==> src/rtl/rsq_pkg.sv <==
package rsq_pkg;

   typedef enum logic [1:0] {
      ST_HOLD   = 2'd0,
      ST_WARMUP = 2'd1,
      ST_RUN    = 2'd2
   } rsq_state_e;

endpackage

==> src/rtl/rsq_sync.sv <==
// Multi-bit synchronizer; every bit is an independent asynchronous input.
// Resets to the fail-safe value so that a fresh power-up sees every rail low.
module rsq_sync #(
   parameter int   WIDTH    = 2,
   parameter int   STAGES   = 2,
   parameter logic SAFE_VAL = 1'b1
) (
   input  logic             clk,
   input  logic             arst_n,
   input  logic [WIDTH-1:0] d,
   output logic [WIDTH-1:0] q
);

   generate
      if (STAGES == 0) begin : g_bypass
         assign q = d;
      end else begin : g_chain
         logic [STAGES-1:0][WIDTH-1:0] chain_q;

         always_ff @(posedge clk or negedge arst_n) begin
            if (!arst_n) begin
               chain_q <= {STAGES{ {WIDTH{SAFE_VAL}} }};
            end else begin
               chain_q[0] <= d;
               for (int s = 1; s < STAGES; s++) begin
                  chain_q[s] <= chain_q[s-1];
               end
            end
         end

         assign q = chain_q[STAGES-1];
      end
   endgenerate

endmodule

==> src/rtl/rsq_fault_mon.sv <==
// Combines synchronized rail reports and applies the stop-mode blinding.
module rsq_fault_mon #(
   parameter int NUM_RAILS    = 2,
   parameter bit STOP_BLINDS  = 1'b1
) (
   input  logic [NUM_RAILS-1:0] rail_low_s,
   input  logic                 stop_mode,
   input  logic                 bg_sel,
   output logic                 any_low,
   output logic                 pf_fault
);

   logic blind;

   assign any_low = |rail_low_s;

   generate
      if (STOP_BLINDS) begin : g_blind
         assign blind = stop_mode & ~bg_sel;
      end else begin : g_never_blind
         assign blind = 1'b0;
      end
   endgenerate

   assign pf_fault = any_low & ~blind;

endmodule

==> src/rtl/rsq_warmup_ctr.sv <==
// Warm-up counter: done flags the last count of the interval.
module rsq_warmup_ctr #(
   parameter int CYCLES = 65536
) (
   input  logic clk,
   input  logic arst_n,
   input  logic clr,
   input  logic en,
   output logic done
);

   localparam int            CW   = (CYCLES > 2) ? $clog2(CYCLES) : 1;
   localparam logic [CW-1:0] LAST = CW'(CYCLES - 1);

   logic [CW-1:0] cnt_q;

   always_ff @(posedge clk or negedge arst_n) begin
      if (!arst_n) begin
         cnt_q <= '0;
      end else if (clr) begin
         cnt_q <= '0;
      end else if (en) begin
         cnt_q <= cnt_q + 1'b1;
      end
   end

   assign done = (cnt_q == LAST);

endmodule

==> src/rtl/pwr_rst_seq.sv <==
module pwr_rst_seq #(
   parameter int NUM_RAILS     = 2,
   parameter int WARMUP_CYCLES = 65536,
   parameter int SYNC_STAGES   = 2,
   parameter bit STOP_BLINDS   = 1'b1
) (
   input  logic                 osc_clk,
   input  logic                 cold_n,
   input  logic [NUM_RAILS-1:0] rail_low,
   input  logic                 stop_mode,
   input  logic                 bg_sel,
   output logic                 sys_rst
);

   import rsq_pkg::*;

   generate
      if (NUM_RAILS < 1) begin : g_bad_rails
         $error("pwr_rst_seq: NUM_RAILS must be at least 1");
      end
      if (WARMUP_CYCLES < 2) begin : g_bad_warmup
         $error("pwr_rst_seq: WARMUP_CYCLES must be at least 2");
      end
      if (SYNC_STAGES < 0 || SYNC_STAGES > 4) begin : g_bad_sync
         $error("pwr_rst_seq: SYNC_STAGES must lie in 0..4");
      end
   endgenerate

   logic [NUM_RAILS-1:0] rail_low_s;
   logic                 any_low;
   logic                 pf_fault;
   logic                 ctr_clr;
   logic                 ctr_en;
   logic                 ctr_done;
   rsq_state_e           state_q;
   rsq_state_e           state_d;
   logic                 rst_q;

   rsq_sync #(
      .WIDTH    (NUM_RAILS),
      .STAGES   (SYNC_STAGES),
      .SAFE_VAL (1'b1)
   ) u_sync (
      .clk    (osc_clk),
      .arst_n (cold_n),
      .d      (rail_low),
      .q      (rail_low_s)
   );

   rsq_fault_mon #(
      .NUM_RAILS   (NUM_RAILS),
      .STOP_BLINDS (STOP_BLINDS)
   ) u_mon (
      .rail_low_s (rail_low_s),
      .stop_mode  (stop_mode),
      .bg_sel     (bg_sel),
      .any_low    (any_low),
      .pf_fault   (pf_fault)
   );

   rsq_warmup_ctr #(
      .CYCLES (WARMUP_CYCLES)
   ) u_ctr (
      .clk    (osc_clk),
      .arst_n (cold_n),
      .clr    (ctr_clr),
      .en     (ctr_en),
      .done   (ctr_done)
   );

   always_comb begin
      state_d = state_q;
      ctr_clr = 1'b0;
      ctr_en  = 1'b0;
      unique case (state_q)
         ST_HOLD: begin
            ctr_clr = 1'b1;
            if (!any_low) state_d = ST_WARMUP;
         end
         ST_WARMUP: begin
            if (any_low) begin
               state_d = ST_HOLD;
               ctr_clr = 1'b1;
            end else if (ctr_done) begin
               state_d = ST_RUN;
            end else begin
               ctr_en = 1'b1;
            end
         end
         ST_RUN: begin
            ctr_clr = 1'b1;
            if (pf_fault) state_d = ST_HOLD;
         end
         default: begin
            state_d = ST_HOLD;
            ctr_clr = 1'b1;
         end
      endcase
   end

   always_ff @(posedge osc_clk or negedge cold_n) begin
      if (!cold_n) begin
         state_q <= ST_HOLD;
         rst_q   <= 1'b1;
      end else begin
         state_q <= state_d;
         rst_q   <= (state_d != ST_RUN);
      end
   end

   assign sys_rst = rst_q;

endmodule

==> config.mk <==
export PLATFORM = sky130hd
export DESIGN_NAME = pwr_rst_seq
export DESIGN_NICKNAME = d
export VERILOG_FILES = /design/src/rtl/rsq_pkg.sv /design/src/rtl/rsq_sync.sv /design/src/rtl/rsq_fault_mon.sv /design/src/rtl/rsq_warmup_ctr.sv /design/src/rtl/pwr_rst_seq.sv
export SDC_FILE = /design/constraint.sdc
export NUM_CORES = 1
export LEC_CHECK = 0
export BUFFER_PORTS_ARGS = -buffer_cell sky130_fd_sc_hd__buf_2
export CORE_ASPECT_RATIO = 0.8
export CORE_MARGIN = 8
export CORE_UTILIZATION = 40
export DETAILED_ROUTE_END_ITERATION = 8
export PLACE_DENSITY_LB_ADDON = 0.1
export REMOVE_ABC_BUFFERS = 1
export SLEW_MARGIN = 15
export SYNTH_ARGS = -nofsm -noshare
export SYNTH_HDL_FRONTEND = slang
export SYNTH_SLANG_ARGS = --single-unit
==> constraint.sdc <==
create_clock -name osc_clk -period 1.8 [get_ports osc_clk]
set_clock_uncertainty 0.1 [all_clocks]
set_input_delay 0.36 -clock osc_clk [delete_from_list [all_inputs] [get_ports osc_clk]]
set_output_delay 0.36 -clock osc_clk [all_outputs]
set_load 0.02 [all_outputs]
# Yosys cells after proc, flatten, opt, wreduce, memory -nomap -nowiden
# Cells that the tools add are included.
# totals
reg_bits	23
in_bits	6
output_inout_bits	1
wordCells	29
# op_classes
n_addsub	1
n_eq_ne	4
mux	12
bitwise	4
n_reduce_logical	3
# ops
op	n
16-bit 2-to-1 mux	2
16-bit by 1-bit adder with 16-bit output, second input constant	1
16-bit equality test, second input constant	1
2-bit 2-to-1 mux	4
2-bit case mux with 3 select lines	1
1-bit 2-to-1 mux	5
1-bit bitwise AND	2
2-bit by 1-bit equality test with 1-bit output, second input constant	1
2-bit equality test, second input constant	1
2-bit zero test	1
2-bit inequality test, second input constant	1
1-bit inverter	2
2-bit nonzero test	1
2-bit OR reduction	1

# Longest topological paths before layout
# logic_depth
word_depth	7
depth_mapped	5
ltp_nobuf	5

# Modules after synthesis
# From an unflattened synthesis, not the netlist that was laid out.
# hier_totals
hier_cells	103
area_unflattened_um2	1097.3
# by_module_without_submodules
module	n_inst	cells_per_inst	area_each_um2	seq_area_each_um2
rsq_warmup_ctr	1	84	834.6	400.4
pwr_rst_seq	1	10	125.1	76.3
rsq_sync	1	6	120.1	105.1
rsq_fault_mon	1	3	17.5	0.0

# Worst setup path after synthesis
# No wires, ideal clock.
# synth_timing
path_kind	flip-flop to flip-flop
startpoint	reg u_ctr.cnt_q[0]
endpoint	reg u_ctr.cnt_q[13]
setup_ns	0.078
t_arrival_ns	1.559
t_required_ns	1.622
setup_slack_ns	0.063
stages_incl_launch_ff	6
path_buffers	0
period_less_slack_ns	1.737
path_cell_list	dfrtp_1 > ha_1 > nand3_1 > nor3_2 > or4_1 > a21oi_1
# synth_between
elab_chain_cells	5
elab_cells_between_ends	8
classes_between	add/sub (1); eq/ne (1); mux (5); reduce/logical (1)
# synth_rtl
item	line_no	text
start, declared	rsq_warmup_ctr.sv:15	logic [CW-1:0] cnt_q;
start signal, assigned	rsq_warmup_ctr.sv:23	cnt_q <= cnt_q + 1'b1;
parallel branches: the longest is 5 deep, another holds 16-bit by 1-bit adder with 16-bit output	-	
# Several ways; the timed one is not identified. The select of a mux whose other input is x is not followed.
# A chain may end at the register's enable or synchronous reset.

# Worst setup path after layout
# layout_timing
startpoint	reg u_ctr.cnt_q[0]
endpoint	reg u_ctr.cnt_q[15]
# Same word-level chain as after synthesis.

==> impl_metrics.yaml <==
outcome:
  status: "finished, final reports clean"
die:
  die_w_um: 74.0
  core-area_um2: 2660
  initial_core_util: 0.405
  die_h_um: 62.4
  dieArea_um2: 4620
  io_pins: 7
  rows: 17
logic_synthesis:
  synth-seq-area-share: 0.540
  synthMuxAreaShare: 0.0186
  synth_top_family_by_area: "simple AND/OR/NAND/NOR gates"
  synth-xor-area-share: 0.00813
  synth_adder_area_share: 0.0116
  synth_seq_cells: 23
  yosysWarnings: 0
  postSynthAreaPerCell_um2: 10.6
  synth_compound_area_frac: 0.165
  synth.distinct_cells: 32
  synth_cells: 102
  syn_area_um2: 1080
  yosys.area_share.simple: 0.242
run:
  drv_cap: 0
pwr:
  power_density_nw_per_um2: 619
  switching_share: 0.217
  p_leak_uw: 0.000548
  finalPower_uw: 795
  vdd_drop_max_mv: 0.351
  clkPwrFrac: 0.300
  p_int_uw: 623
  seq_power_share: 0.667
  power_frac_comb: 0.033
  p_switching_uw: 172
critical_path:
  r2r_slack_ps: 90
  crit_required_ps: 1930
  end_kind: "flop"
  rr_worst_depth: 5
  r2r_start: "u_ctr.cnt_q[0]"
  start_kind: "flop"
  path_class: "reg -> reg"
  arrival_ps: 1840
  path_max_fanout: 7
  r2r_end: "u_ctr.cnt_q[15]"
detailed_routing:
  drc: 0
  ant_nets: 0
  vias: 859
  wire_per_inst_um: 13.7
  viasPerCell: 5.34
  drt-initial-drc-count: 44
  totalWireLength_mm: 2.20
  first_pass_iters: 4
global_route:
  gr-max-usage-layer: "met1"
  grt_max_degree: 24
  grt_overflow: 0
  use_met3: 0.0337
  use_met2: 0.137
  grt_use_met1: 0.152
  antenna_found_initial: 0
  grt_pass1_vias: 809
  track_usage: 0.102
  grt_pass1_wl_mm: 3.82
clock_tree:
  cts_buffer_depth: 2
  clk_latency_ps: 310
  htree_levels: 1
  clock-sinks: 23
  tritoncts: "done"
  clk_pin_slew_ps: 120
  cts_made_buffers: 3
  root_buffer: "clkbuf_4"
cells_and_area:
  area_delta_synth_final_pct: 19.3
  multi_input_area_um2: 492
  diodes: 0
  drive_gt1_frac: 0.260
  register_area_um2: 582
  layout.nets: 131
  fillers: 252
timing:
  fin_crit_sh: 0.950
  rsz0062_at_grt: "no"
  period_needed_ps: 1710
  tightestPinTransition_ps: 508
  hold_viol: 0
  slew_headroom: 0.661
  slew_viol_final: 0
  tns_ps: 0
  fmax_mhz: 585
  setup_viol: 0
  fin_ws_ps: 89.9
placement:
  dp_slack_ps: 33.1
  place_congestion: 0.809
  portBuffers: 6
  dpl.hpwl_mm: 1.57
hold_path:
  holdPathStages: 1
  min_from: "rail_low[0]"
  whs_endpoint: "u_sync.g_chain.chain_q[0]"
  hold_class: "in -> reg"
-- flip-flops by register name, indices dropped and copies added (netlist names) --
name and count:
state_q 2, sys_rst 1, u_ctr.cnt_q 16, u_sync.g_chain.chain_q 2
u_sync.q 2
-- repair_timing --
item / CTS / global route
hold endpoints to repair: 18 / 0
endpoints found under the setup margin: 1 / 4
resized for setup: 1 / 2
cloned: 0 / 0
buffers inserted: 0 / 1
hold buffers: 1 / 0
-- how the worst max path moves through the flow --
stage / start / endpoint / cells past startpoint / slack (ps)
finish: u_ctr.cnt_q[0] / u_ctr.cnt_q[15] / 5 / 90
global route: u_ctr.cnt_q[9] / u_ctr.cnt_q[9] / 5 / 2
CTS: u_ctr.cnt_q[9] / u_ctr.cnt_q[9] / 5 / 80
detailed placement: u_ctr.cnt_q[1] / u_ctr.cnt_q[15] / 5 / 30
global placement: u_ctr.cnt_q[1] / u_ctr.cnt_q[13] / 5 / 80
floorplan: u_ctr.cnt_q[0] / u_ctr.cnt_q[13] / 5 / 60
-- logic make-up (layout without fill, tap and decap cells) --
family	Yosys count	count (layout)
buffers and inverters	4	25
adder cells (fa/ha/maj)	1	1
flip-flops	23	23
AND/OR/NAND/NOR	42	42
XOR/XNOR	1	1
AO/OA/AOI/OAI	29	29
multiplexers	2	2
-- per-stage QoR --
step           utilization  cells  hold WS (ps)  cell area [µm²]
2_1_floorplan            -    100         -35.6             1070
3_3_place_gp         0.462    155           247             1230
3_5_place_dp         0.462    155           248             1230
4_1_cts              0.478    160          21.9             1270
5_1_grt              0.483    161          7.67             1280
6_report             0.483    161          37.0             1280
-- Yosys cell counts (all sizes together) --
master / instances / area share
nand4: 4 / 0.029
nor2: 6 / 0.021
a21boi: 2 / 0.014
or3: 2 / 0.012
buf: 1 / 0.0046
and2: 1 / 0.0058
nor4: 2 / 0.026
and4: 4 / 0.033
dfstp: 5 / 0.12
a21oi: 6 / 0.028
mux2i: 2 / 0.019
and3: 2 / 0.012
or4: 3 / 0.021
o21ai: 8 / 0.037
nand2: 8 / 0.030
nor3: 5 / 0.028
nand3: 4 / 0.019
inv: 2 / 0.0070
o31ai: 3 / 0.021
xor2: 1 / 0.0081
clkbuf: 1 / 0.0035
a211oi: 2 / 0.014
a41oi: 2 / 0.016
o22ai: 1 / 0.0058
a31oi: 5 / 0.029
nand3b: 1 / 0.0070
ha: 1 / 0.012
dfrtp: 18 / 0.42
-- power by group through the flow --
| stage | combinational [µW] | clock (µW) | sequential (µW) |
|---|---|---|---|
| floorplan | 7.03 | 0 | 539 |
| global placement | 25.0 | 0 | 539 |
| detailed placement | 25.7 | 0 | 539 |
| CTS | 27.3 | 250 | 530 |
| global route | 30.2 | 268 | 531 |
| finish | 26.5 | 238 | 530 |
-- critical path: stages, from the launching register on --
cell and delay (ps):
dfrtp_1 370, buf_4 120, and4_2 290, nand2_2 120, or4_1 480, a21oi_1 150
-- routing by layer --
metal,up-vias,share of wire
li1,439,-
met4,0,0.0041
met5,-,0
met3,2,0.034
met2,13,0.40
met1,405,0.57
-- area by class of cell --
class	instances	share of cell area
flip-flops and latches	23	0.453
multi-input cells	75	0.383
repair buffers	19	0.101
well taps	38	0.0370
clock buffers	4	0.0204
inverters	2	0.00584
-- cell usage in the layout, fill, tap and decap left out, drive strengths merged --
cell type,instances
xor2,1
nor3,5
ha,1
dfrtp,18
nand2,8
clkbuf,4
mux2i,2
nand3,4
dlygate4sd3,1
a41oi,2
nor4,2
nor2,6
inv,2
dfstp,5
a211oi,2
or3,2
o31ai,3
or4,3
and4,4
o22ai,1
a21oi,6
buf,18
a31oi,5
and2,1
a21boi,2
nand3b,1
o21ai,8
and3,2
nand4,4
Note: power is estimated with default switching activity, not from simulation.
